$ cat src/rtl/scl_sync_pkg.sv
// Package: shared phase encoding for the SCL clock synchronizer.
// Assumes: only the three phases below are ever used by the controller.
package scl_sync_pkg;

    typedef enum logic [1:0] {
        PH_DRIVE_LOW  = 2'd0,   // pulling SCL low, low timer running
        PH_WAIT_HIGH  = 2'd1,   // released, waiting to see SCL high
        PH_COUNT_HIGH = 2'd2    // released and seen high, high timer running
    } phase_t;

endpackage

$ cat src/rtl/scl_level_sync.sv
// Module: scl_level_sync
// Brings the asynchronous SCL wire level into the clock domain through a
// STAGES-deep flop chain and flags rising and falling edges of the result.
// Assumes: STAGES >= 2; the idle bus level is high, so the chain resets to 1.
module scl_level_sync #(
    parameter int STAGES = 2
) (
    input  logic clk,
    input  logic rst_n,
    input  logic din,
    output logic level,
    output logic rise,
    output logic fall
);

    logic [STAGES-1:0] chain;
    logic              level_d;

    // Shift the raw level through the synchronizer chain.
    always_ff @(posedge clk) begin
        if (!rst_n) begin
            chain <= '1;
        end else begin
            chain <= {chain[STAGES-2:0], din};
        end
    end

    // Hold the previous synchronized level for edge detection.
    always_ff @(posedge clk) begin
        if (!rst_n) begin
            level_d <= 1'b1;
        end else begin
            level_d <= chain[STAGES-1];
        end
    end

    // Edge flags from the current and previous synchronized level.
    always_comb begin
        level = chain[STAGES-1];
        rise  = chain[STAGES-1] & ~level_d;
        fall  = ~chain[STAGES-1] & level_d;
    end

    // an edge flag never lasts two cycles.
    a_r6_rise_single: assert property (@(posedge clk) disable iff (!rst_n)
        rise |=> !rise);
    a_r6_fall_single: assert property (@(posedge clk) disable iff (!rst_n)
        fall |=> !fall);

endmodule

$ cat src/rtl/scl_phase_timer.sv
// Module: scl_phase_timer
// Up-counter for one clock phase. It counts while run is high and is forced
// to zero by clear. done is high in the cycle that completes the programmed
// length, so the phase lasts max(target,1) counting cycles.
// Assumes: the owner clears the counter whenever its phase is not active.
module scl_phase_timer #(
    parameter int CNT_W = 8
) (
    input  logic             clk,
    input  logic             rst_n,
    input  logic             clear,
    input  logic             run,
    input  logic [CNT_W-1:0] target,
    output logic             done
);

    localparam logic [CNT_W:0] ONE = {{CNT_W{1'b0}}, 1'b1};

    logic [CNT_W-1:0] cnt;
    logic [CNT_W:0]   cnt_next;

    // Count up while running, return to zero on clear.
    always_ff @(posedge clk) begin
        if (!rst_n || clear) begin
            cnt <= '0;
        end else if (run) begin
            cnt <= cnt_next[CNT_W-1:0];
        end
    end

    // Completion when the cycle being counted reaches the target (0 acts as 1).
    always_comb begin
        cnt_next = {1'b0, cnt} + ONE;
        done     = run && (cnt_next >= {1'b0, target});
    end

    // a cleared timer restarts from zero.
    a_r8_clear_restarts: assert property (@(posedge clk) disable iff (!rst_n)
        clear |=> (cnt == '0));

endmodule

$ cat src/rtl/scl_clock_sync.sv
// Module: scl_clock_sync
// SCL generator for one master on a shared open-drain clock line. It pulls
// the line low for low_count cycles and then releases it. It waits until the
// synchronized line is seen high, then counts high_count cycles. The count is
// abandoned if another master pulls the line low first. The result is
// wired-AND clock synchronization.
// Assumes: scl_in is the raw wire level and the wire is low whenever
// scl_pull_low is 1.
module scl_clock_sync
    import scl_sync_pkg::*;
#(
    parameter int CNT_W       = 8,
    parameter int SYNC_STAGES = 2
) (
    input  logic             clk,
    input  logic             rst_n,
    input  logic             enable,
    input  logic [CNT_W-1:0] low_count,
    input  logic [CNT_W-1:0] high_count,
    input  logic             scl_in,
    output logic             scl_pull_low,
    output logic             scl_rise,
    output logic             scl_fall
);

    localparam int N_TIMERS = 2;

    phase_t state, state_nxt;
    logic   seen_low, seen_low_nxt;
    logic   bus_hi, bus_rise, bus_fall;
    logic [N_TIMERS-1:0] tmr_done;
    logic [CNT_W-1:0]    tmr_target [N_TIMERS];
    logic                low_done, high_done;

    scl_level_sync #(
        .STAGES (SYNC_STAGES)
    ) u_sync (
        .clk   (clk),
        .rst_n (rst_n),
        .din   (scl_in),
        .level (bus_hi),
        .rise  (bus_rise),
        .fall  (bus_fall)
    );

    // Route the programmed lengths to the two phase timers.
    always_comb begin
        tmr_target[0] = low_count;
        tmr_target[1] = high_count;
    end

    // One timer per counted phase: index 0 is the low phase, index 1 the high.
    for (genvar gi = 0; gi < N_TIMERS; gi++) begin : g_timer
        localparam phase_t OWN_PH = (gi == 0) ? PH_DRIVE_LOW : PH_COUNT_HIGH;
        scl_phase_timer #(
            .CNT_W (CNT_W)
        ) u_tmr (
            .clk    (clk),
            .rst_n  (rst_n),
            .clear  (!enable || (state != OWN_PH)),
            .run    (enable && (state == OWN_PH)),
            .target (tmr_target[gi]),
            .done   (tmr_done[gi])
        );
    end

    assign low_done  = tmr_done[0];
    assign high_done = tmr_done[1];

    // Phase sequencing: low count, wait for the bus high, high count or abort.
    always_comb begin
        state_nxt = state;
        unique case (state)
            PH_DRIVE_LOW:  if (low_done) state_nxt = PH_WAIT_HIGH;
            PH_WAIT_HIGH:  if (seen_low && bus_hi) state_nxt = PH_COUNT_HIGH;
            PH_COUNT_HIGH: if (!bus_hi || high_done) state_nxt = PH_DRIVE_LOW;
            default:       state_nxt = PH_WAIT_HIGH;
        endcase
        if (!enable) begin
            state_nxt = PH_WAIT_HIGH;
        end
    end

    // Track whether the bus has gone low since this master last started a low phase.
    always_comb begin
        seen_low_nxt = seen_low;
        if (!enable) begin
            seen_low_nxt = 1'b1;
        end else if ((state_nxt == PH_DRIVE_LOW) && (state != PH_DRIVE_LOW)) begin
            seen_low_nxt = 1'b0;
        end else if (!bus_hi) begin
            seen_low_nxt = 1'b1;
        end
    end

    // Phase and low-seen registers.
    always_ff @(posedge clk) begin
        if (!rst_n) begin
            state    <= PH_WAIT_HIGH;
            seen_low <= 1'b1;
        end else begin
            state    <= state_nxt;
            seen_low <= seen_low_nxt;
        end
    end

    // Outputs: drive low only in the low phase; strobes silenced when disabled.
    always_comb begin
        scl_pull_low = enable && (state == PH_DRIVE_LOW);
        scl_rise     = enable && bus_rise;
        scl_fall     = enable && bus_fall;
    end

    // the bus going low during the high count forces a low phase next cycle.
    a_r5_abort_to_low: assert property (@(posedge clk) disable iff (!rst_n)
        (enable && state == PH_COUNT_HIGH && !bus_hi) |=> (scl_pull_low || !enable));

    // no high count starts while the synchronized bus is low.
    a_r4_wait_on_low_bus: assert property (@(posedge clk) disable iff (!rst_n)
        (enable && state == PH_WAIT_HIGH && !bus_hi) |=> (state != PH_COUNT_HIGH));

    // a completed low count releases the line in the next cycle.
    a_r2_release_after_count: assert property (@(posedge clk) disable iff (!rst_n)
        (enable && state == PH_DRIVE_LOW && low_done) |=> !scl_pull_low);

    // rise and fall strobes never coincide.
    a_r6_strobes_exclusive: assert property (@(posedge clk) disable iff (!rst_n)
        !(scl_rise && scl_fall));

    // while disabled, the line is released and no strobe appears.
    a_r7_disabled_quiet: assert property (@(posedge clk) disable iff (!rst_n)
        !enable |-> (!scl_pull_low && !scl_rise && !scl_fall));

endmodule

$ cat config.mk
export PLATFORM = sky130hd
export DESIGN_NAME = scl_clock_sync
export DESIGN_NICKNAME = d
export VERILOG_FILES = /design/src/rtl/scl_sync_pkg.sv /design/src/rtl/scl_level_sync.sv /design/src/rtl/scl_phase_timer.sv /design/src/rtl/scl_clock_sync.sv
export SDC_FILE = /design/constraint.sdc
export NUM_CORES = 1
export LEC_CHECK = 0
export BUFFER_PORTS_ARGS = -buffer_cell sky130_fd_sc_hd__buf_2
export CORE_UTILIZATION = 45
export DETAILED_ROUTE_END_ITERATION = 6
export MAX_ROUTING_LAYER = met4
export PLACE_DENSITY = 0.67
export SLEW_MARGIN = 20
export SYNTH_ARGS = -nofsm -noshare
export SYNTH_HDL_FRONTEND = slang
export SYNTH_SLANG_ARGS = --single-unit
$ cat constraint.sdc
create_clock -name clk -period 5.3 [get_ports clk]
set_input_delay 1.06 -clock clk [delete_from_list [all_inputs] [get_ports clk]]
set_output_delay 1.06 -clock clk [all_outputs]
set_load 0.03 [all_outputs]
==> impl_results.md, run 1 <==
* Non-Filler Instances at approximately 200
* Fin Setup TNS at 0 ps
* Min-delay src: u_sync.chain[0]
* Slew headroom at 0.760
* Top cell type's share of synthesized area at 0.347
* Outcome: finished, final reports clean
* Most frequent cells in the layout: 22 x dfxtp_1, 22 x buf_2, 18 x ha_1
* Post-CTS Hold Fix Bufs at 0
* Root buffer cell: clkbuf_4
* Setup ws final at ~2500 ps
* Clock latency on the worst-skew pair at 300 ps
* Placement Setup Slack at approximately 2500 ps
* Worst-path fanout max at 5
* Hold Vio Cnt, Final at 0
* Finish-stage setup viols at 0
* Hold Path Class: reg -> reg
* Post-DP HPWL at 1.77 mm
* Pins Over Slew Limit at 0
* Cells after DPL at 195
* CTS HTree Levels at 1
* Main area contributors after synthesis: dfxtp_1 35%, ha_1 18%, nor2b_1 6.9%, inv_1 5.0%, xor2_1 4.8%
* Worst Path Arrival at about 1800 ps
* Die X at between 50 and 60 µm
* Iter 0 DRT Violations at 15
* Layout area overhead at 14.2%
* Startpoint Class: input port
* Final Critical Period at 2810 ps
* Maxcap violations at 0
* Vias/cell at between 5 and 6
* Drt wl/cell at 11.2 µm
* Via Count at 1007
* Worst-Margin Slew at 359 ps
* Die ar. at 3040 µm²
* Max Fclk at around 360 MHz
* Part of the cycle the worst path needs at 0.530
* Worst-path clk slew at ~120 ps
* Cts bufs inserted at 3
* Pwr dens at 198 nW/µm²
* Core area at about 2600 µm²
* CP Data Required Time at 4240 ps
* Antenna violations before repair at 0
* Mapped Cells at 144
* Largest net degree at the start of global routing at 13
* Reg2reg start: g_timer[1].u_tmr.cnt[0]
* Setup repair bufs after CTS at 0
* RSZ-0062 raised after global routing: false
* Crit end category: output port
* GP Congestion at 0.822
* Final core occ at 0.565
* Critical path class: in -> out
* Gr usage total at 0.179
* Chip height at 55.1 µm
* Syn_area_per_cell at 8.82 µm²
* Layout cells sized above 1 at 0.160
* CTS tree: done
* PortBufs at 22
* # IOs at 23
* Synthesized Nets at 182
* Vias in the first global route at 907
* Fillers at roughly 250
* First-pass GRT wire length at ~3.8 mm
* Diodes inserted at 0
* Flop and latch count out of synthesis at 22
* Area leader, netlist: dfxtp_1
* Total Routed Length at approximately 2.2 mm
* Start point of the critical path: enable
* Maximum vdd ir drop at 0.229 mV
* Clock Tree Buf Depth at 2
* Sequential area share after synthesis at 0.347
* P_leak at about 0.74 nW
* Synth warn at 0
* Grt ovf at 0
* Drt drc at 0
* Post-synth cell types at 33
* Worst clock skew at 2.02 ps
* Mapped Area at 1270 µm²
* Num Clock Sinks at 22
* Fin nets at 208
* Total power at 0.288 mW
* Initial Util at 0.495
* PostCTS Resize Cnt at 0
* Post-DRT Antenna Nets at 0
* First drt pass iteration count at 4
* Std-Cell Rows at 18
[report_power, final]
part | switching, mW | internal [mW]
clock network | 0.0497 | 0.0419
registers | 0.00240 | 0.168
logic | 0.0127 | 0.0132
[layout make-up]
| type | count | area (µm²) | share of cell area |
|---|---|---|---|
| timing repair buffer | 22 | 110 | 0.0759 |
| tap | 30 | 37.5 | 0.0259 |
| inverter | 17 | 63.8 | 0.0440 |
| clock buffer | 4 | 36.3 | 0.0250 |
| multi-input combinational | 104 | 762 | 0.525 |
| sequential | 22 | 440 | 0.304 |
[through the flow]
stage	hold slack, ps	cell area (µm²)
after detailed placement	403	1410
after global routing	448	1450
after floorplan	386	1270
after global placement	400	1410
after CTS	439	1450
final	431	1450
[path summary, 6_finish.rpt]
| kind | end | slack [ps] | cells past startpoint |
|---|---|---|---|
| setup / recovery | scl_pull_low | 2490 | 3 |
| hold / removal | u_sync.chain[1] | 430 | 1 |
| setup reg to reg | state[1] | 2810 | 10 |
| hold reg to reg | u_sync.chain[1] | 430 | 1 |
[cell families (layout without fill, tap and decap cells)]
logic type / count (synthesis) / in the layout / synth area share
buf+inv: 18 / 43 / 0.0532
xor+xnor: 12 / 12 / 0.0828
simple gates: 54 / 54 / 0.232
fa+ha+maj: 18 / 18 / 0.177
flops: 22 / 22 / 0.347
compound gates: 20 / 20 / 0.108
[Yosys cell counts]
cell       count
ha_1          18
and3_1         2
xor2_1         7
or3_1          1
and3b_1        1
nor3b_1        1
nand4_1        2
nand2_1       10
a21boi_0       1
nor2b_1       14
clkbuf_1       1
o21ai_0        4
nand2b_1       3
o2111ai_1      1
o221ai_1       1
nand4b_1       1
a21o_1         1
a221oi_1       1
nand3_2        1
a21oi_1        4
nor2_1         9
inv_1         17
a211oi_1       1
o21a_1         1
a221o_1        1
and2b_1        1
nand3_1        7
dfxtp_1       22
nand3b_1       1
a31o_1         2
a31oi_1        1
xnor2_1        5
o21bai_1       1
[state kept, by name, summed over array words and instances (netlist names)]
signal / flops
g_timer.u_tmr.cnt: 16
seen_low: 1
state: 2
u_sync.chain: 2
u_sync.level_d: 1
[worst max-delay path, stage by stage]
cell	delay (ps)
buf_2	120
nor3b_1	300
buf_2	270
[routing by layer]
layer / GRT usage / vias to the layer above / wire (µm)
met1: 0.234 / 448 / 1170
met5: - / - / 0
met2: 0.275 / 18 / 966
met4: 0.0250 / 0 / 10
met3: 0.0574 / 2 / 88
li1: - / 539 / -
No activity file was read; power rests on OpenSTA's default activity.
==> inputs of run 2 (changes only) <==
- ABC_AREA: not set -> 1
- PLACE_DENSITY: 0.67 -> 0.66
- clock period: 5.3 -> 2.85 ns (I/O delays scaled with it)
==> impl_results.md, run 2 <==
* Most flop-heavy register: g_timer.u_tmr.cnt
* Worst Path Arrival at 2410 ps (+660 ps)
* Worst clock skew at 8.71 ps (+6.69 ps)
* Reg2reg end: seen_low
* Max FFs per register at 16 (unchanged)
* Via Count at 1237 (+23%)
* Synth Flop Type: dfxtp_1
* Gr usage total at 0.182 (+0.00340)
* Setup repair bufs after CTS at 0 (unchanged)
* Slew headroom at 0.765 (+0.00504)
* Largest net degree at the start of global routing at 13 (unchanged)
* Largest regs: g_timer.u_tmr.cnt x16, state x2, u_sync.chain x2
* Drt drc at 0 (unchanged)
* Post-synth top cells: 44 x inv_1, 34 x nand2_1, 32 x nor2_1
* Hold endpoint: u_sync.chain[1]
* Pins Over Slew Limit at 0 (unchanged)
* CP Data Required Time at 3060 ps (-1180 ps)
* First drt pass iteration count at 4 (unchanged)
* P_leak at 0.883 nW (+19%)
* Maximum vdd ir drop at 0.340 mV (+49%)
* Fillers at 291 (+18%)
* Top cell type's share of synthesized area at 0.320 (-0.0265)
* Drt wl/cell at 9.85 µm (-12%)
* Worst-path fanout max at 4 (-1)
* GP Congestion at 0.817 (-0.62%)
* Max Fclk at 456 MHz
* Hold Vio Cnt, Final at 0 (unchanged)
* First-pass GRT wire length at 4.53 mm (+20%)
* Min-delay src: u_sync.chain[0]
* EDFF count, synth at 0 (unchanged)
* Maxcap violations at 0 (unchanged)
* Placement Setup Slack at 676 ps (-1810 ps)
* Die ar. at 3280 µm² (+8.0%)
* Clock latency on the worst-skew pair at 310 ps (about the same)
* Slowest stage cell on the critical path: dfxtp_1
* Post-DP HPWL at 2.07 mm (+17%)
* Fin Setup TNS at 0 ps (unchanged)
* Count leader, synth: inv_1
* Largest stage delay, worst path at 400 ps (+100 ps)
* Mapped Area at 1380 µm² (+8.3%)
* PostCTS Resize Cnt at 0 (unchanged)
* Synth warn at 0 (unchanged)
* Cts bufs inserted at 3 (unchanged)
* Iter 0 DRT Violations at 19 (+4)
* Antenna violations before repair at 0 (unchanged)
* Chip height at 57.3 µm (+3.9%)
* Outcome: finished, final reports clean
* Pwr dens at 353 nW/µm² (+78%)
* Mapped Cells at 195 (+35%)
* Sequential area share after synthesis at 0.320 (-0.0265)
* Area leader, netlist: dfxtp_1
* Vias in the first global route at 1158 (+28%)
* RSZ-0062 raised after global routing: false
* Worst-Margin Slew at 352 ps (-7.53 ps)
* Startpoint Class: register
* Total Routed Length at 2.48 mm (+11%)
* CTS HTree Levels at 1 (unchanged)
* Most common cell after layout, fill and taps aside: inv_1
* PortBufs at 22 (unchanged)
* Worst R2R Path Depth at 17 (+7)
* Syn_area_per_cell at 7.05 µm² (-20%)
* Layout area overhead at 13.5%
* Most frequent cells in the layout: 44 x inv_1, 34 x nand2_1, 32 x nor2_1
* Hold Path Class: reg -> reg
* Final Critical Period at around 2200 ps
* Synthesized Nets at 233 (+28%)
* Core area at 2830 µm² (+10%)
* Std-Cell Rows at 19 (+1)
* Most common cell on crit path: nand2_1
* Part of the cycle the worst path needs at 0.769
* Initial Util at 0.486 (-0.00857)
* CP cell instances: ha_1 > nand3_1 > xnor2_1 > ha_1 > nand2_1 > nor2_1 > nand2_1 > nand3_1 > nand2_1 > nand2_1 > nand2_1 > nand2_1 > nand2_1 > nand2_1 > nand2_1 > nand2_1 > nand2_1
* CTS tree: done
* Post-CTS Hold Fix Bufs at 0 (unchanged)
* Vias/cell at 4.91 (-3.0%)
* Die X at 57.3 µm (+3.9%)
* Crit end category: register
* Reg2reg start: g_timer[1].u_tmr.cnt[0]
* Worst reg-to-reg setup slack at 660 ps (-2150 ps)
* Num Clock Sinks at 22 (unchanged)
* Clock Tree Buf Depth at 2 (unchanged)
* Fin nets at 260 (+25%)
* Post-DRT Antenna Nets at 0 (unchanged)
* Worst-path clk slew at 120 ps (about the same)
* Finish-stage setup viols at 0 (unchanged)
* Critical path class: reg -> reg
* # IOs at 23 (unchanged)
* Synth async-reset ratio at 0 (unchanged)
* Root buffer cell: clkbuf_4
* Post-synth cell types at 20 (-39%)
* Diodes inserted at 0 (unchanged)
* Setup ws final at 658 ps (-1830 ps)
* Grt ovf at 0 (unchanged)
* Layout cells sized above 1 at 0.149 (-0.0104)
* Flop and latch count out of synthesis at 22 (unchanged)
* Main area contributors after synthesis: dfxtp_1 32%, ha_1 16%, inv_1 12%, nand2_1 9.3%, nor2_1 8.7%
* WHS Path Cells at 1 (unchanged)
[run 2: worst max-delay path by stage]
stage | slack, ps | to | depth (start not counted) | startpoint
floorplan | 960 | scl_pull_low | 2 | enable
global placement | 760 | seen_low | 17 | g_timer[1].u_tmr.cnt[0]
detailed placement | 680 | seen_low | 17 | g_timer[1].u_tmr.cnt[0]
CTS | 640 | seen_low | 17 | g_timer[1].u_tmr.cnt[0]
global route | 400 | seen_low | 17 | g_timer[1].u_tmr.cnt[0]
finish | 660 | seen_low | 17 | g_timer[1].u_tmr.cnt[0]
[run 2: final cells by class]
| cell class | instances | area [µm²] | share of cell area |
|---|---|---|---|
| well taps | 31 | 38.8 | 0.0249 |
| multi-input cells | 129 | 769 | 0.493 |
| inverters | 44 | 165 | 0.106 |
| flip-flops and latches | 22 | 440 | 0.282 |
| repair buffers | 22 | 110 | 0.0706 |
| clock buffers | 4 | 36.3 | 0.0233 |
[run 2: logic make-up (layout without fill, tap and decap cells)]
kind of cell,count (synthesis),after routing,share of synthesized area
AO/OA/AOI/OAI,9,9,0.0355
XOR/XNOR,9,9,0.0573
adder cells (fa/ha/maj),18,18,0.164
buffers and inverters,44,70,0.120
flip-flops,22,22,0.320
AND/OR/NAND/NOR,93,93,0.303
[run 2: layer usage]
layer	share of wire	global-route usage	wire length (µm)	up-vias
met5	0	-	0	-
met4	0.0093	0.0418	23	0
met3	0.034	0.0476	84	4
met2	0.46	0.318	1150	22
met1	0.49	0.209	1230	551
li1	-	-	-	660
[run 2: report_power, final]
group	total (mW)	internal (mW)	switching [mW]	leakage [nW]
logic	0.0600	0.0268	0.0331	0.684
clock network	0.173	0.0781	0.0945	0.0210
registers	0.318	0.313	0.00520	0.178
[run 2: per-stage QoR]
| step | area [µm²] | power, mW | hold WS [ps] | std cells | util |
|---|---|---|---|---|---|
| after floorplan | 1380 | 0.361 | 392 | 195 | - |
| after global placement | 1520 | 0.381 | 399 | 248 | 0.539 |
| after detailed placement | 1520 | 0.384 | 412 | 248 | 0.539 |
| after CTS | 1560 | 0.560 | 428 | 252 | 0.552 |
| after global routing | 1560 | 0.586 | 413 | 252 | 0.552 |
| final | 1560 | 0.550 | 431 | 252 | 0.552 |
[run 2: worst max-delay path, delay by kind of cell, from the launching register on]
family | cells | cell delay [ps]
DFF | 1 | 400
xor gates and xnor gates | 1 | 160
and+or+nand+nor | 14 | 1020
adders and majority gates | 2 | 510
==> inputs of run 3 (changes only) <==
- clock period: 2.85 -> 2.12 ns (I/O delays scaled with it)
==> impl_results.md, run 3 (synthesis results as in run 2) <==
* Worst clock skew at 5.74 ps (-2.97 ps)
* Worst-Margin Slew at 338 ps (-13.2 ps)
* RSZ-0062 raised after global routing: true
* Placed instance area at 1530 µm² (+0.49%)
* Crit end category: register
* Die ar. at 3280 µm² (unchanged)
* CTS tree: done
* Multi-input gate area at 862 µm² (+12%)
* GP Congestion at 0.809 (-0.93%)
* Post-route cell area at 1720 µm² (+10%)
* Initial Util at 0.486 (unchanged)
* Non-Filler Instances at 259 (+2.8%)
* Critical path class: reg -> reg
* Post-DRT Antenna Nets at 0 (unchanged)
* Hold Vio Cnt, Final at 0 (unchanged)
* Fin nets at 267 (+2.7%)
* Clock latency on the worst-skew pair at 310 ps (about the same)
* Layout cells sized above 1 at 0.254 (+0.105)
* Most frequent cells in the layout: 44 x inv_1, 32 x nand2_1, 28 x nor2_1
* Fillers at 259 (-11%)
* Vias/cell at 4.89 (-0.34%)
* Slew headroom at 0.774 (+0.00885)
* Worst-path fanout max at 4 (unchanged)
* Worst Path Arrival at 2330 ps (-80 ps)
* P_leak at 0.940 nW (+6.5%)
* Part of the cycle the worst path needs at 0.974 (+0.205)
* Root buffer cell: clkbuf_4
* Via Count at 1267 (+2.4%)
* Finish-stage setup viols at 0 (unchanged)
* First drt pass iteration count at 4 (unchanged)
* # IOs at 23 (unchanged)
* Startpoint Class: register
* Max Fclk at 484 MHz (+6.1%)
* Largest net degree at the start of global routing at 13 (unchanged)
* Diodes inserted at 0 (unchanged)
* CP Data Required Time at 2380 ps (-680 ps)
* Start point of the critical path: g_timer[1].u_tmr.cnt[0]
* Maximum vdd ir drop at 0.490 mV (+44%)
* Grt ovf at 0 (unchanged)
* Pins Over Slew Limit at 0 (unchanged)
* Max FFs per register at 16 (unchanged)
* Pwr dens at 433 nW/µm² (+23%)
* Clock Tree Buf Depth at 2 (unchanged)
* Num Clock Sinks at 22 (unchanged)
* Hold Path Class: in -> reg
* First-pass GRT wire length at 4.53 mm (unchanged)
* Largest regs: g_timer.u_tmr.cnt x16, state x2, u_sync.chain x2
* Most common cell after layout, fill and taps aside: inv_1
* Chip height at 57.3 µm (unchanged)
* Drt wl/cell at 11.0 µm (+11%)
* Iter 0 DRT Violations at 34 (+15)
* Min-delay src: scl_in
* Reg2reg start: g_timer[1].u_tmr.cnt[0]
* Antenna violations before repair at 0 (unchanged)
* Worst R2R Path Depth at 16 (-1)
* Most flop-heavy register: g_timer.u_tmr.cnt
* Maxcap violations at 0 (unchanged)
* Std-Cell Rows at 19 (unchanged)
* Outcome: finished, final reports clean
* WHS Path Cells at 2 (+1)
* Storage cell area at 454 µm² (+3.1%)
* Core area at 2830 µm² (unchanged)
* Post-DP HPWL at 2.07 mm (about the same)
* Final Critical Period at 2070 ps (-126 ps)
* Drt drc at 0 (unchanged)
* PortBufs at 22 (unchanged)
* Die X at 57.3 µm (unchanged)
* CTS HTree Levels at 1 (unchanged)
* Cts bufs inserted at 3 (unchanged)
* Total Routed Length at 2.84 mm (+14%)
* Layout area overhead at 25.0%
* Gr usage total at 0.180 (-0.00174)
* Fin Setup TNS at 0 ps (unchanged)
* Worst-path clk slew at 120 ps (about the same)
* Vias in the first global route at 1198 (+3.5%)
* Cells after DPL at 249 (+0.40%)
* Post-CTS Hold Fix Bufs at 0 (unchanged)
* Final core occ at 0.608 (+0.0562)
==> run 3: cell count changes in the layout (fill, tap and decap cells not counted), sizes merged <==
| cell | delta |
|---|---|
| buf | +7 |
==> run 3: timing repair <==
action | 4_1_cts | 5_1_grt
pin swaps | 0 | 11
gates resized for setup | 2 | 25
setup endpoints to repair | 1 | 3
buffers inserted | 1 | 5
==> run 3: per-stage QoR <==
step	hold WS (ps)	worst slack (ps)	total power, mW
floorplan	392	244	0.486
global placement	399	29.4	0.512
detailed placement	406	-69.9	0.518
CTS	279	2.02	0.753
global route	268	-84.9	0.790
finish	289	54.6	0.744
==> run 3: worst paths after layout <==
| kind | endpoint | slack, ps |
|---|---|---|
| setup / recovery | seen_low | 50 |
| hold / removal | u_sync.chain[0] | 290 |
| setup reg to reg | seen_low | 50 |
| hold reg to reg | u_sync.chain[1] | 430 |
==> run 3: worst max-delay path, stage by stage (launching register included) <==
cell and delay, ps:
dfxtp_4 410, ha_4 160, nand3_4 90, nor2_4 130, xor2_1 240, ha_1 290
nand2_1 70, inv_1 40, nand4_1 80, nand2_1 60, nor2_1 90, nand2_1 60
nand2_1 60, nand2_2 60, nand2_1 70, nand2_1 50, nand2_1 50
==> run 3: layout make-up <==
| type | count | area share |
|---|---|---|
| Multi-Input combinational cell | 129 | 0.501 |
| Inverter | 44 | 0.0961 |
| Timing Repair Buffer | 29 | 0.0946 |
| Sequential cell | 22 | 0.264 |
| Clock buffer | 4 | 0.0211 |
| Tap cell | 31 | 0.0226 |
==> run 3: metal layers <==
metal / vias to the layer above / part of all wire / routed length (µm) / track usage
li1: 669 / - / - / -
met1: 575 / 0.47 / 1350 / 0.208
met2: 21 / 0.49 / 1390 / 0.318
met3: 2 / 0.031 / 87 / 0.0476
met4: 0 / 0.0046 / 13 / 0.0314
met5: - / 0 / 0 / -
==> run 3: power breakdown <==
part           total (mW)  switching [mW]  internal [mW]
clock network       0.234           0.129          0.105
logic              0.0858          0.0476         0.0382
registers           0.423         0.00704          0.416
